**src/rtl/vic_pkg.sv**
```systemverilog
package vic_pkg;
  localparam int LVL_W = 2;
  typedef logic [LVL_W-1:0] lvl_t;
  localparam lvl_t LVL_IDLE = 2'd0;
  localparam lvl_t LVL_TOP  = 2'd3;
endpackage

```
**src/rtl/vic_gather.sv**
```systemverilog
module vic_gather #(
  parameter int N_SRC = 36,
  parameter int N_VEC = 10
) (
  input  logic [N_SRC-1:0] pend_i,
  input  logic [N_SRC-1:0] en_i,
  output logic [N_VEC-1:0] vec_req_o
);
  for (genvar v = 0; v < N_VEC; v++) begin : g_vec
    logic [N_SRC-1:0] member;
    always_comb begin
      for (int s = 0; s < N_SRC; s++) member[s] = ((s % N_VEC) == v);
    end
    assign vec_req_o[v] = |(pend_i & en_i & member);
  end
endmodule

```
**src/rtl/vic_arbiter.sv**
```systemverilog
module vic_arbiter
  import vic_pkg::*;
#(
  parameter int N_VEC = 10,
  localparam int IDX_W = (N_VEC > 1) ? $clog2(N_VEC) : 1
) (
  input  logic [N_VEC-1:0]       vec_req_i,
  input  logic [LVL_W*N_VEC-1:0] vec_lvl_i,
  input  lvl_t                   cur_lvl_i,
  output logic                   valid_o,
  output logic [IDX_W-1:0]       idx_o,
  output lvl_t                   lvl_o
);
  logic [N_VEC-1:0] elig;

  for (genvar v = 0; v < N_VEC; v++) begin : g_elig
    assign elig[v] = vec_req_i[v] && (vec_lvl_i[v*LVL_W +: LVL_W] > cur_lvl_i);
  end

  // descending scan, >= lets the lower index win a tie
  always_comb begin
    valid_o = 1'b0;
    idx_o   = '0;
    lvl_o   = LVL_IDLE;
    for (int v = N_VEC - 1; v >= 0; v--) begin
      if (elig[v] && (vec_lvl_i[v*LVL_W +: LVL_W] >= lvl_o)) begin
        valid_o = 1'b1;
        idx_o   = IDX_W'(v);
        lvl_o   = vec_lvl_i[v*LVL_W +: LVL_W];
      end
    end
  end
endmodule

```
**src/rtl/vic_level_stack.sv**
```systemverilog
module vic_level_stack
  import vic_pkg::*;
#(
  parameter int DEPTH = 3,
  localparam int CNT_W = $clog2(DEPTH + 1),
  localparam int PTR_W = (DEPTH > 1) ? $clog2(DEPTH) : 1
) (
  input  logic clk_i,
  input  logic rst_ni,
  input  logic push_i,
  input  logic pop_i,
  input  lvl_t push_val_i,
  output lvl_t top_o,
  output logic empty_o
);
  lvl_t             mem [DEPTH];
  logic [CNT_W-1:0] cnt_q;

  assign empty_o = (cnt_q == '0);
  assign top_o   = empty_o ? LVL_IDLE : mem[PTR_W'(cnt_q - 1'b1)];

  always_ff @(posedge clk_i or negedge rst_ni) begin
    if (!rst_ni) begin
      cnt_q <= '0;
      for (int i = 0; i < DEPTH; i++) mem[i] <= LVL_IDLE;
    end else if (push_i) begin
      mem[PTR_W'(cnt_q)] <= push_val_i;
      cnt_q <= cnt_q + 1'b1;
    end else if (pop_i) begin
      cnt_q <= cnt_q - 1'b1;
    end
  end

  a_r10_no_overflow: assert property (@(posedge clk_i) disable iff (!rst_ni)
    push_i |-> (cnt_q < CNT_W'(DEPTH)));
  a_r9_no_underflow: assert property (@(posedge clk_i) disable iff (!rst_ni)
    pop_i |-> !empty_o);
endmodule

```
**src/rtl/irq_vector_ctrl.sv**
```systemverilog
module irq_vector_ctrl
  import vic_pkg::*;
#(
  parameter int          N_SRC     = 36,
  parameter int          N_VEC     = 10,
  parameter int          ADDR_W    = 16,
  parameter logic [15:0] VEC_BASE  = 16'h0003,
  parameter int          VEC_STEP  = 8,
  parameter int          NEST_DEPTH = 3,
  localparam int         IDX_W = (N_VEC > 1) ? $clog2(N_VEC) : 1
) (
  input  logic                   clk_i,
  input  logic                   rst_ni,
  input  logic [N_SRC-1:0]       src_pend_i,
  input  logic [N_SRC-1:0]       src_en_i,
  input  logic [LVL_W*N_VEC-1:0] vec_lvl_i,
  input  logic                   ack_i,
  input  logic                   reti_i,
  output logic                   irq_o,
  output logic [ADDR_W-1:0]      vec_addr_o,
  output logic [LVL_W-1:0]       lvl_o,
  output logic [LVL_W-1:0]       cur_lvl_o
);
  logic [N_VEC-1:0] vec_req;
  logic             cand_valid;
  logic [IDX_W-1:0] cand_idx;
  lvl_t             cand_lvl;
  lvl_t             stk_top;
  logic             stk_empty;
  logic             take, ret;

  logic             irq_q;
  logic [IDX_W-1:0] idx_q;
  lvl_t             lvl_q, cur_q;

  vic_gather #(.N_SRC(N_SRC), .N_VEC(N_VEC)) u_gather (
    .pend_i(src_pend_i), .en_i(src_en_i), .vec_req_o(vec_req)
  );

  vic_arbiter #(.N_VEC(N_VEC)) u_arb (
    .vec_req_i(vec_req), .vec_lvl_i(vec_lvl_i), .cur_lvl_i(cur_q),
    .valid_o(cand_valid), .idx_o(cand_idx), .lvl_o(cand_lvl)
  );

  assign take = ack_i && irq_q;
  assign ret  = reti_i && !take && !stk_empty;

  vic_level_stack #(.DEPTH(NEST_DEPTH)) u_stack (
    .clk_i(clk_i), .rst_ni(rst_ni), .push_i(take), .pop_i(ret),
    .push_val_i(cur_q), .top_o(stk_top), .empty_o(stk_empty)
  );

  always_ff @(posedge clk_i or negedge rst_ni) begin
    if (!rst_ni) begin
      cur_q <= LVL_IDLE;
    end else if (take) begin
      cur_q <= lvl_q;
    end else if (ret) begin
      cur_q <= stk_top;
    end
  end

  // hold the offer; only a strictly higher level preempts it
  always_ff @(posedge clk_i or negedge rst_ni) begin
    if (!rst_ni) begin
      irq_q <= 1'b0;
      idx_q <= '0;
      lvl_q <= LVL_IDLE;
    end else if (take) begin
      irq_q <= 1'b0;
    end else if (!irq_q || (cand_valid && (cand_lvl > lvl_q))) begin
      irq_q <= cand_valid;
      idx_q <= cand_idx;
      lvl_q <= cand_lvl;
    end
  end

  assign irq_o      = irq_q;
  assign lvl_o      = lvl_q;
  assign cur_lvl_o  = cur_q;
  assign vec_addr_o = ADDR_W'(VEC_BASE) + ADDR_W'(idx_q) * ADDR_W'(VEC_STEP);

  a_r3_offer_above_cur: assert property (@(posedge clk_i) disable iff (!rst_ni)
    irq_o |-> (lvl_o > cur_lvl_o));
  a_r6_addr_on_grid: assert property (@(posedge clk_i) disable iff (!rst_ni)
    irq_o |-> (((vec_addr_o - ADDR_W'(VEC_BASE)) % ADDR_W'(VEC_STEP)) == '0));
  a_r7_offer_held: assert property (@(posedge clk_i) disable iff (!rst_ni)
    (irq_o && !ack_i) |=> (irq_o && (lvl_o >= $past(lvl_o))));
  a_r8_ack_enters: assert property (@(posedge clk_i) disable iff (!rst_ni)
    (irq_o && ack_i) |=> (!irq_o && (cur_lvl_o == $past(lvl_o))));
  a_r9_return_lowers: assert property (@(posedge clk_i) disable iff (!rst_ni)
    (reti_i && !(ack_i && irq_o) && (cur_lvl_o != LVL_IDLE)) |=> (cur_lvl_o < $past(cur_lvl_o)));
  a_r8_level_quiet: assert property (@(posedge clk_i) disable iff (!rst_ni)
    (!(ack_i && irq_o) && !reti_i) |=> $stable(cur_lvl_o));
endmodule

```
**config.mk**
```make
export PLATFORM = sky130hd
export DESIGN_NAME = irq_vector_ctrl
export DESIGN_NICKNAME = d
export VERILOG_FILES = /design/src/rtl/vic_pkg.sv /design/src/rtl/vic_gather.sv /design/src/rtl/vic_arbiter.sv /design/src/rtl/vic_level_stack.sv /design/src/rtl/irq_vector_ctrl.sv
export SDC_FILE = /design/constraint.sdc
export NUM_CORES = 1
export LEC_CHECK = 0
export BUFFER_PORTS_ARGS = -buffer_cell sky130_fd_sc_hd__buf_4
export CELL_PAD_IN_SITES_DETAIL_PLACEMENT = 1
export CELL_PAD_IN_SITES_GLOBAL_PLACEMENT = 1
export CORE_ASPECT_RATIO = 0.8
export CORE_MARGIN = 5
export CORE_UTILIZATION = 37
export DETAILED_ROUTE_END_ITERATION = 10
export GPL_TIMING_DRIVEN = 0
export PLACE_DENSITY = 0.92
export SLEW_MARGIN = 25
export SYNTH_ARGS = -nofsm -noshare
export SYNTH_HDL_FRONTEND = slang
export SYNTH_SLANG_ARGS = --single-unit
```
**constraint.sdc**
```tcl
create_clock -name clk_i -period 29.1 [get_ports clk_i]
set_clock_uncertainty 0.05 [all_clocks]
set_input_delay 1.455 -clock clk_i [delete_from_list [all_inputs] [get_ports clk_i]]
set_output_delay 1.455 -clock clk_i [all_outputs]
set_load 0.01 [all_outputs]
```
==> results of run 1 <==
-- stage by stage --
step / setup slack, ns / cells / hold slack, ns / total power [mW] / util, %
3_5_place_dp: 13.50 / 485 / 0.444 / 0.352 / 52.9
4_1_cts: 13.73 / 489 / 0.461 / 0.371 / 53.6
3_3_place_gp: 13.56 / 485 / 0.415 / 0.326 / 52.8
5_1_grt: 12.93 / 489 / 0.502 / 0.406 / 53.6
6_report: 13.75 / 489 / 0.459 / 0.370 / 53.6
2_1_floorplan: 14.80 / 297 / 0.399 / 0.269 / -
-- area by class of cell --
class | instances | share of cell area, %
inverters | 27 | 2.92
multi-input cells | 238 | 54.8
clock inverters | 1 | 0.144
repair buffers | 104 | 22.5
well taps | 84 | 3.03
clock buffers | 3 | 1.19
plain buffers | 15 | 3.14
flip-flops and latches | 17 | 12.3
-- cells in the final DEF, fill, tap and decap left out, drive strengths merged, types with 3 or more instances in the layout --
cell	instances
buf	117
ha	39
inv	27
nand2	25
dfrtp	17
nor2	17
a21oi	15
o21ai	15
conb	12
nand2b	11
mux2	10
a22o	8
nor2b	7
nand3	6
a222oi	5
a22oi	5
clkbuf	5
and3	4
o221ai	4
o21a	3
mux2i	3
and2	3
o31ai	3
nor3	3
a31oi	3
a211o	3
-- routing by layer --
metal  vias to the layer above  wire (um)  part of all wire (%)
li1                       1278          -                     -
met1                      1253       3220                    41
met2                        82       4090                    52
met3                        12        471                   6.0
met4                         0        118                   1.5
met5                         -          0                     0
-- cell families after synthesis --
| logic type | count (synthesis) | synth area share [%] |
|---|---|---|
| AOI/OAI and AO/OA | 88 | 30.3 |
| xor gates and xnor gates | 1 | 0.351 |
| adders and majority gates | 39 | 19.5 |
| buffers and inverters | 42 | 8.42 |
| DFF | 17 | 17.0 |
| muxes | 13 | 6.17 |
| other | 2 | 0.301 |
| and+or+nand+nor | 85 | 17.9 |
-- worst register-to-register path, delay by kind of cell (launching register included) --
kind / cells / cell delay, ns
adder cells (fa/ha/maj): 11 / 2.96
AO/OA/AOI/OAI: 21 / 4.49
flip-flops: 1 / 0.82
AND/OR/NAND/NOR: 28 / 4.90
buffers and inverters: 1 / 0.13
multiplexers: 4 / 1.37
-- flip-flops by register name, summed over array words and instances, names as in the netlist --
| register | flops |
|---|---|
| u_stack.cnt_q | 2 |
| irq_o | 1 |
| u_stack.mem | 6 |
| cur_lvl_o | 2 |
| lvl_o | 2 |
| idx_q | 4 |
-- power groups by stage --
stage | clock, mW | combinational, mW | sequential [mW]
floorplan | 0 | 0.222 | 0.0471
global placement | 0 | 0.278 | 0.0484
detailed placement | 0 | 0.303 | 0.0493
CTS | 0.0179 | 0.304 | 0.0493
global route | 0.0195 | 0.336 | 0.0508
finish | 0.0179 | 0.303 | 0.0495
-- final timing paths --
check,end,from,cells past startpoint,slack [ns]
setup / recovery,idx_q[2]$_DFFE_PN0P_,vec_lvl_i[19],67,13.75
hold / removal,u_stack.mem[5]$_DFFE_PN0P_,u_stack.mem[5]$_DFFE_PN0P_,2,0.46
setup reg to reg,idx_q[2]$_DFFE_PN0P_,cur_lvl_o[0]$_DFFE_PN0P_,65,14.25
hold reg to reg,u_stack.mem[5]$_DFFE_PN0P_,u_stack.mem[5]$_DFFE_PN0P_,2,0.46
max in group asynchronous,u_stack.mem[2]$_DFFE_PN0P_,rst_ni,1,27.80
min in group asynchronous,cur_lvl_o[1]$_DFFE_PN0P_,rst_ni,1,1.00
==> summary.md, run 1 <==
| Metric | Value |
|---|---|
| Status | `completed` |
| FP Rows | `26` |
| Layout area overhead | `39.1%` |
| DRC viols | `0` |
| Slew headroom | `roughly half` |
| Cell taking the most area after synthesis | `ha_1` |
| Routability Congestion | `slightly below 0.8` |
| Minimum clock period | `15.35 ns` |
| Pin count of the biggest net entering global routing | `18` |
| Critical path class | `input port to flop` |
| Clock Tree Buf Depth | `2` |
| Die span in x | `about 100 um` |
| Final TNS setup | `0 ns` |
| Post-synth ARST share | `100%` |
| First drt pass iteration count | `5` |
| Post-cts sizing count | `0` |
| Avg Cell Area, Syn | `roughly 8.7 um2` |
| Fin area | `~3500 um2` |
| Final Setup Violations | `0` |
| Flops & latches, synth | `17` |
| Slew Limit Fails | `0` |
| CP required | `29.19 ns` |
| Synth cell types | `between 60 and 70` |
| HPWL Detailed | `roughly 6800 um` |
| Met2 Use GR | `between 30% and 40%` |
| Clock power frac | `under 10%` |
| H-tree depth | `1` |
| Post-synth EDFFs | `0` |
| Sw frac | `between 40 and 50%` |
| Post-CTS setup buffer count | `0` |
| Comb pwr share | `around four fifths` |
| PwrDens | `roughly 110 nW/um2` |
| Io pins | `between 100 and 150` |
| Internal power | `0.189 mW` |
| Fin. Hold Viols | `0` |
| CTS clock-pin slew for the worst setup and hold paths | `roughly 0.07 ns` |
| Count leader, synth | `ha_1` |
| Area share of the largest cell type after synthesis | `just under 20%` |
| Maximum clock rate | `about 65 MHz` |
| Least-Margin Pin Slew | `0.750 ns` |
| Filler cell count | `810` |
| Global-route wire length before repair | `12900 um` |
| DR WL/cell | `about 16 um` |
| Seq/Total Area, Yosys | `17.0%` |
| Worst-Skew Late Latency | `0.25 ns` |
| Drt via density | `between 5 and 6` |
| CTS buffer count | `3` |
| Most used cell, CP | `ha_1` |
| Worst Setup End Kind | `flop` |
| CTS sink count | `17` |
| Peak-usage layer in the global routing report | `met2` |
| Footprint of the multi-input gates | `between 1500 and 2000 um2` |
| Total Wirelength | `7890 um` |
| CP max FO | `7` |
| Dpl cell area | `around 3400 um2` |
| Die H | `roughly 83 um` |
| Leakage | `roughly 1.8 nW` |
| Grt ovf | `0` |
| Met1 Use GR | `about a fifth` |
| Switching pwr | `0.181 mW` |
| Vias in the first global route | `between 2000 and 3000` |
| Worst setup SP type | `input port` |
| Hold WC Path Type | `flop to flop` |
| Unrepaired setup endpoints after global routing | `false` |
| CTS tree | `yes` |
| Initial antenna violation count | `0` |
| Maximum Capacitance Violations | `0` |
| Via count | `between 2000 and 3000` |
| Synth warn | `0` |
| Layout cells sized above 1 | `between 30% and 40%` |
| Met3 track demand over resource | `about 3.1%` |
| Die Footprint | `around 8500 um2` |
| Seq pwr share | `a little over an eighth` |
| CP max-delay cell | `a2111oi_2` |
| ANT cells | `0` |
| Synth cell count leaders | `ha_1 (39), inv_1 (27), nand2_1 (25), dfrtp_1 (17), nor2_1 (16)` |
| Final period utilization | `52.7%` |
| Overall routing resource usage | `18.1%` |
| Root buffer cell | `clkbuf_8` |
| VDD IR max | `approximately 0.036 mV` |
| Initial Util | `~39%` |
| Arrival time worst endpoint | `15.43 ns` |
| Core ar. | `6470 um2` |
| Top cells by area, synth | `ha_1 (20%), dfrtp_1 (17%), inv_1 (4.1%)` |
| CP max stage delay | `0.59 ns` |
| Sequential cell area | `roughly 430 um2` |
| Mapped Cells | `287` |
| Hold_buf cts | `0` |
| PortBufs | `104` |
| Buf/Inv on CP | `2` |
| Starting DRT DRC Count | `70` |
| Most used flip-flop cell after synthesis | `dfrtp_1` |
| Antenna-violating nets left | `0` |
| Cell area after synthesis | `roughly 2500 um2` |
| # nets final | `roughly 540` |
| Delay-heaviest family, CP | `simple AND/OR/NAND/NOR gates` |
Note: power is estimated with default switching activity, not from simulation.
==> run 2, diff against run 1 <==
CORE_UTILIZATION = 31   (was 37)
PLACE_DENSITY = 0.83   (was 0.92)
clock period = 13.3 ns   (was 29.1 ns; I/O delays follow)
==> summary.md, run 2 (synthesis gave the netlist of run 1 again) <==
| Metric | Value |
|---|---|
| Status | `completed (unchanged)` |
| CTS sink count | `17 (unchanged)` |
| Maximum clock rate | `about 77 MHz` |
| PortBufs | `104 (unchanged)` |
| Fin. Hold Viols | `0 (unchanged)` |
| FF-to-FF path depth | `67 (was 65)` |
| Vias in the first global route | `2932 (was 2931)` |
| DR WL/cell | `15.7 um (was 16.1 um)` |
| Worst setup SP type | `input port (unchanged)` |
| Register bank with the most flops | `u_stack.mem (unchanged)` |
| Critical path class | `input port to flop (unchanged)` |
| Buf/Inv on CP | `5 (was 2)` |
| Global-route wire length before repair | `13200 um (was 12900 um)` |
| Filler cell count | `934 (was 810)` |
| Starting DRT DRC Count | `99 (was 70)` |
| Crit Reg-Reg Endpoint | `idx_q[3]$_DFFE_PN0P_ (was idx_q[2]$_DFFE_PN0P_)` |
| Most frequent cells in the layout | `buf_4 (145), ha_1 (37), inv_1 (26) (was buf_4 (116), ha_1 (39), inv_1 (27))` |
| Drt via density | `4.98 (was 5.37)` |
| First drt pass iteration count | `4 (was 5)` |
| Number of flip-flops in the largest register | `6 (unchanged)` |
| Most used cell, CP | `ha_1 (unchanged)` |
| Initial Util | `31.7% (was 38.6%)` |
| Grt ovf | `0 (unchanged)` |
| Layout area overhead | `57.6% (was 39.1%)` |
| Delay-heaviest family, CP | `simple AND/OR/NAND/NOR gates (unchanged)` |
| CTS clock-pin slew for the worst setup and hold paths | `0.07 ns (about the same)` |
| Routability Congestion | `0.766 (was 0.771)` |
| DRC viols | `0 (unchanged)` |
| # nets final | `570 (was 541)` |
| Slew Limit Fails | `0 (unchanged)` |
| Biggest regs | `u_stack.mem x6, idx_q x4 (unchanged)` |
| Final Setup Violations | `0 (unchanged)` |
| CP max FO | `6 (was 7)` |
| Final WS setup | `0.315 ns (was 13.75 ns)` |
| FP Rows | `29 (was 26)` |
| Leakage | `1.97 nW (was 1.77 nW)` |
| CP max stage delay | `0.41 ns (was 0.59 ns)` |
| Worst slack, placed | `-1.39 ns (was 13.50 ns)` |
| Inst Count DP | `509 (was 485)` |
| Most common cell after layout, fill and taps aside | `buf_4 (unchanged)` |
| CTS tree | `yes (unchanged)` |
| Antenna-violating nets left | `0 (unchanged)` |
| Overall routing resource usage | `15.8% (was 18.1%)` |
| CP required | `13.38 ns (was 29.19 ns)` |
| ANT cells | `0 (unchanged)` |
| Non-Filler Instances | `542 (was 489)` |
| CTS buffer count | `3 (unchanged)` |
| Core ar. | `7870 um2 (was 6470 um2)` |
| VDD IR max | `0.0935 mV (was 0.0364 mV)` |
| Layout cells sized above 1 | `49.8% (was 38.5%)` |
| Maximum Capacitance Violations | `0 (unchanged)` |
| R2R setup slack | `0.34 ns (was 14.25 ns)` |
| CP max-delay cell | `or3_4 (was a2111oi_2)` |
| Worst-Skew Late Latency | `0.25 ns (about the same)` |
| Io pins | `117 (unchanged)` |
| Die span in x | `110 um (was 102 um)` |
| Initial antenna violation count | `0 (unchanged)` |
| Hold_buf cts | `0 (unchanged)` |
| Hold WC Path Type | `input port to async pin (was flop to flop)` |
| Clock Tree Buf Depth | `2 (unchanged)` |
| Root buffer cell | `clkbuf_8 (unchanged)` |
| Total Wirelength | `8530 um (was 7890 um)` |
| Final period utilization | `roughly 98%` |
| Arrival time worst endpoint | `13.07 ns (was 15.43 ns)` |
| Via count | `2697 (was 2625)` |
| PwrDens | `263 nW/um2 (was 107 nW/um2)` |
| Worst Setup End Kind | `flop (unchanged)` |
| Worst r2r src | `cur_lvl_o[1]$_DFFE_PN0P_ (was cur_lvl_o[0]$_DFFE_PN0P_)` |
| HPWL Detailed | `6410 um (was 6770 um)` |
| Fin area | `3930 um2 (was 3470 um2)` |
| Dpl cell area | `3460 um2 (was 3430 um2)` |
| Die Footprint | `9960 um2 (was 8500 um2)` |
| H-tree depth | `1 (unchanged)` |
| Minimum clock period | `between 10 and 15 ns` |
| Pin count of the biggest net entering global routing | `18 (unchanged)` |
| Die H | `90.3 um (was 83.5 um)` |
[run 2: cell type report]
type / instances / area [um2] / share of cell area, %
repair buffers: 133 / 998 / 25.4
plain buffers: 15 / 109 / 2.77
multi-input cells: 238 / 2110 / 53.7
flip-flops and latches: 17 / 429 / 10.9
clock buffers: 4 / 45.0 / 1.15
inverters: 27 / 105 / 2.67
well taps: 108 / 135 / 3.44
[run 2: repair_timing]
item	CTS	global route
gates cloned	0	0
gates resized for setup	17	30
endpoints found under the setup margin	7	7
setup buffers	13	16
hold endpoints to repair	0	0
pin swaps	10	19
[run 2: routing by layer]
metal  wire, um  global-route usage [%]
met1       3720                    20.4
met2       4380                    28.6
met3        361                    1.72
met4         69                    2.15
met5          0                       0
[run 2: report_power, final]
part | leakage [nW] | internal, mW | switching (mW) | total, mW
sequential | 0.209 | 0.0798 | 0.0204 | 0.100
combinational | 1.74 | 0.464 | 0.433 | 0.897
clock | 0.0228 | 0.0213 | 0.0174 | 0.0386
total | 1.97 | 0.565 | 0.471 | 1.04
[run 2: worst max-delay path by stage]
stage	from	endpoint	slack (ns)	cells past startpoint
floorplan	vec_lvl_i[19]	idx_q[0]$_DFFE_PN0P_	0.02	66
global placement	cur_lvl_o[1]$_DFFE_PN0P_	idx_q[3]$_DFFE_PN0P_	-1.25	66
detailed placement	cur_lvl_o[1]$_DFFE_PN0P_	idx_q[3]$_DFFE_PN0P_	-1.39	66
CTS	vec_lvl_i[19]	idx_q[3]$_DFFE_PN0P_	0.002	67
global route	cur_lvl_o[1]$_DFFE_PN0P_	idx_q[3]$_DFFE_PN0P_	-0.24	67
finish	vec_lvl_i[18]	idx_q[3]$_DFFE_PN0P_	0.31	68
[run 2: worst register-to-register path, delay by kind of cell, from the launching register on]
kind / cells / cell delay, ns
adders and majority gates: 11 / 3.02
AOI/OAI and AO/OA: 20 / 3.58
buffers and inverters: 4 / 0.58
and+or+nand+nor: 28 / 3.94
muxes: 4 / 1.26
DFF: 1 / 0.39
[run 2: stage by stage]
stage	setup TNS (ns)	hold WS [ns]	power (mW)	utilization [%]
6_report	0	0.216	1.04	50.0
5_1_grt	-0.955	0.235	1.12	50.0
4_1_cts	0	0.219	0.894	46.5
3_5_place_dp	-8.10	0.427	0.763	43.9
3_3_place_gp	-7.05	0.419	0.719	43.8
2_1_floorplan	0	0.319	0.590	-
==> run 3, diff against run 2 <==
PLACE_DENSITY = 0.81   (was 0.83)
SYNTH_HIERARCHICAL = 1   (was unset)
==> summary.md, run 3 <==
| Metric | Value |
|---|---|
| Post-synth EDFFs | `0 (unchanged)` |
| Crit Reg-Reg Endpoint | `idx_q[0]$_DFFE_PN0P_ (was idx_q[3]$_DFFE_PN0P_)` |
| ANT cells | `0 (unchanged)` |
| Final Setup Violations | `0 (unchanged)` |
| Avg Cell Area, Syn | `8.72 um2 (was 8.70 um2)` |
| Antenna-violating nets left | `0 (unchanged)` |
| Synth cell count leaders | `nand2_1 (40), ha_1 (39), inv_1 (23), dfrtp_1 (17), nor2_1 (16) (was ha_1 (39), inv_1 (27), nand2_1 (25), dfrtp_1 (17), nor2_1 (16))` |
| PwrDens | `225 nW/um2 (was 263 nW/um2)` |
| Hold WC Path Type | `input port to async pin (unchanged)` |
| Worst setup SP type | `flop (was input port)` |
| FF-to-FF path depth | `62 (was 67)` |
| Grt ovf | `0 (unchanged)` |
| Number of flip-flops in the largest register | `6 (unchanged)` |
| VDD IR max | `0.0704 mV (was 0.0935 mV)` |
| Top cells by area, synth | `ha_1 (19%), dfrtp_1 (16%), nand2_1 (5.7%) (was ha_1 (20%), dfrtp_1 (17%), inv_1 (4.1%))` |
| Layout area overhead | `41.6% (was 57.6%)` |
| Final period utilization | `93.5% (was 97.6%)` |
| Maximum Capacitance Violations | `0 (unchanged)` |
| Register bank with the most flops | `u_stack/mem (was u_stack.mem)` |
| CTS tree | `yes (unchanged)` |
| Synth warn | `6 (was 0)` |
| Total Wirelength | `8050 um (was 8530 um)` |
| CTS clock-pin slew for the worst setup and hold paths | `0.07 ns (about the same)` |
| Die Footprint | `10500 um2 (was 9960 um2)` |
| Initial Util | `31.5% (was 31.7%)` |
| HPWL Detailed | `6950 um (was 6410 um)` |
| Synth cell types | `67 (was 69)` |
| Vias in the first global route | `3029 (was 2932)` |
| Clock Tree Buf Depth | `2 (unchanged)` |
| Starting DRT DRC Count | `49 (was 99)` |
| First drt pass iteration count | `4 (unchanged)` |
| Arrival time worst endpoint | `12.51 ns (was 13.07 ns)` |
| Beginning of the critical path | `cur_lvl_o[1]$_DFFE_PN0P_ (was vec_lvl_i[18])` |
| Flops & latches, synth | `17 (unchanged)` |
| CTS buffer count | `3 (unchanged)` |
| Io pins | `117 (unchanged)` |
| DR WL/cell | `15.1 um (was 15.7 um)` |
| Drt via density | `5.10 (was 4.98)` |
| Mapped Cells | `302 (was 287)` |
| Most frequent cells in the layout | `buf_4 (119), nand2_1 (40), ha_1 (39) (was buf_4 (145), ha_1 (37), inv_1 (26))` |
| Routability Congestion | `0.773 (was 0.766)` |
| Root buffer cell | `clkbuf_8 (unchanged)` |
| # nets final | `558 (was 570)` |
| Worst r2r src | `cur_lvl_o[1]$_DFFE_PN0P_ (unchanged)` |
| Worst Setup End Kind | `flop (unchanged)` |
| Most used cell, CP | `ha_1 (unchanged)` |
| Biggest regs | `u_stack/mem x6, idx_q x4 (was u_stack.mem x6, idx_q x4)` |
| Cell taking the most area after synthesis | `ha_1 (unchanged)` |
| Count leader, synth | `nand2_1 (was ha_1)` |
| Critical path class | `flop to flop (was input port to flop)` |
| Via count | `2721 (was 2697)` |
| CP max FO | `7 (was 6)` |
| Overall routing resource usage | `15.2% (was 15.8%)` |
| R2R setup slack | `0.87 ns (was 0.34 ns)` |
| Slew Limit Fails | `0 (unchanged)` |
| Fin area | `3730 um2 (was 3930 um2)` |
| DRC viols | `0 (unchanged)` |
| Fin. Hold Viols | `0 (unchanged)` |
| Global-route wire length before repair | `13500 um (was 13200 um)` |
| Worst Setup EP | `idx_q[0]$_DFFE_PN0P_ (was idx_q[3]$_DFFE_PN0P_)` |
| CP max stage delay | `0.45 ns (was 0.41 ns)` |
| H-tree depth | `1 (unchanged)` |
| Pwr Total | `0.837 mW (was 1.04 mW)` |
| PortBufs | `104 (unchanged)` |
| Post-synth ARST share | `100% (unchanged)` |
| Filler cell count | `1021 (was 934)` |
| Die span in x | `113 um (was 110 um)` |
| Cell area after synthesis | `2630 um2 (was 2500 um2)` |
| Pin count of the biggest net entering global routing | `18 (unchanged)` |
| Hold_buf cts | `0 (unchanged)` |
| CP max-delay cell | `dfrtp_2 (was or3_4)` |
| Dpl cell area | `3590 um2 (was 3460 um2)` |
| Minimum clock period | `12.43 ns (was 12.99 ns)` |
| CTS sink count | `17 (unchanged)` |
| Status | `completed (unchanged)` |
| CP required | `13.38 ns (about the same)` |
| Seq/Total Area, Yosys | `16.2% (was 17.0%)` |
| Most common cell after layout, fill and taps aside | `buf_4 (unchanged)` |
| Die H | `92.4 um (was 90.3 um)` |
| Unrepaired setup endpoints after global routing | `false` |
| Maximum clock rate | `80.4 MHz (was 77.0 MHz)` |
| Area share of the largest cell type after synthesis | `18.5% (was 19.5%)` |
| Core ar. | `8370 um2 (was 7870 um2)` |
| FP Rows | `30 (was 29)` |
| Worst-Skew Late Latency | `0.26 ns (was 0.25 ns)` |
| Initial antenna violation count | `0 (unchanged)` |
| Sequential cell area | `428 um2 (was 429 um2)` |
| Leakage | `1.88 nW (was 1.97 nW)` |
| Footprint of the multi-input gates | `2120 um2 (was 2110 um2)` |
| Most used flip-flop cell after synthesis | `dfrtp_1 (unchanged)` |
| Layout cells sized above 1 | `39.1% (was 49.8%)` |
-- run 3: changes by cell type after synthesis, sizes merged, moves of 4 or more --
cell	delta
nand2	+15
a22o	-8
a22oi	+8
nor2b	+6
nand3	-5
o211a	+5
and3	-4
-- run 3: through the flow --
step	setup TNS [ns]	util [%]	setup WS, ns	hold WS [ns]	instances
floorplan	0	-	1.44	0.319	312
finish	0	44.5	0.866	0.208	534
global placement	0	42.9	0.277	0.430	528
detailed placement	-1.18	42.9	-0.207	0.442	528
global route	0	44.5	0.0159	0.219	534
CTS	0	43.8	0.0168	0.209	533
-- run 3: final cells by class --
class / instances / share of cell area [%]
buffer: 15 / 2.89
inverter: 24 / 2.52
multi-input combinational: 256 / 56.8
timing repair buffer: 106 / 21.3
sequential: 17 / 11.5
clock buffer: 4 / 1.21
tap: 112 / 3.76
-- run 3: worst min path at each step --
stage / start / endpoint / slack, ns
2_1_floorplan: rst_ni / cur_lvl_o[0]$_DFFE_PN0P_ / 0.32
3_3_place_gp: u_stack/mem[4]$_DFFE_PN0P_ / u_stack/mem[4]$_DFFE_PN0P_ / 0.43
3_5_place_dp: u_stack/mem[2]$_DFFE_PN0P_ / u_stack/mem[2]$_DFFE_PN0P_ / 0.44
4_1_cts: rst_ni / idx_q[0]$_DFFE_PN0P_ / 0.21
5_1_grt: rst_ni / idx_q[0]$_DFFE_PN0P_ / 0.22
6_report: rst_ni / idx_q[3]$_DFFE_PN0P_ / 0.21
-- run 3: repair_timing --
item / in CTS / in global routing
hold endpoints to repair: 0 / 0
setup endpoints to repair: 6 / 7
gates resized for setup: 4 / 11
pin swaps: 0 / 1
buffers inserted: 1 / 1
-- run 3: power by group --
part | internal (mW) | switching, mW
clock network | 0.0213 | 0.0182
registers | 0.0783 | 0.0303
logic | 0.323 | 0.366
total | 0.423 | 0.414
-- run 3: logic make-up (layout without fill, tap and decap cells) --
logic type | count (synthesis) | count (layout) | synth area share, %
AO/OA/AOI/OAI | 93 | 93 | 31.5
XOR/XNOR | 1 | 1 | 0.333
adder cells (fa/ha/maj) | 39 | 39 | 18.5
buffers and inverters | 39 | 149 | 7.51
flip-flops | 17 | 17 | 16.2
multiplexers | 12 | 12 | 5.08
other | 2 | 12 | 0.285
AND/OR/NAND/NOR | 99 | 99 | 20.6
-- run 3: critical path, delay by kind of cell, from the launching register on --
kind                     cells  cell delay [ns]
AND/OR/NAND/NOR             20             3.19
flip-flops                   1             0.45
multiplexers                 1             0.34
buffers and inverters        3             0.38
adder cells (fa/ha/maj)     11             2.89
AO/OA/AOI/OAI               27             4.98
-- run 3: per-layer routing --
layer / global-route usage (%) / part of all wire (%) / wire, um
met1: 17.5 / 42 / 3380
met4: 1.70 / 0.45 / 36
met5: 0 / 0 / 0
met2: 29.4 / 52 / 4200
met3: 3.27 / 5.4 / 436
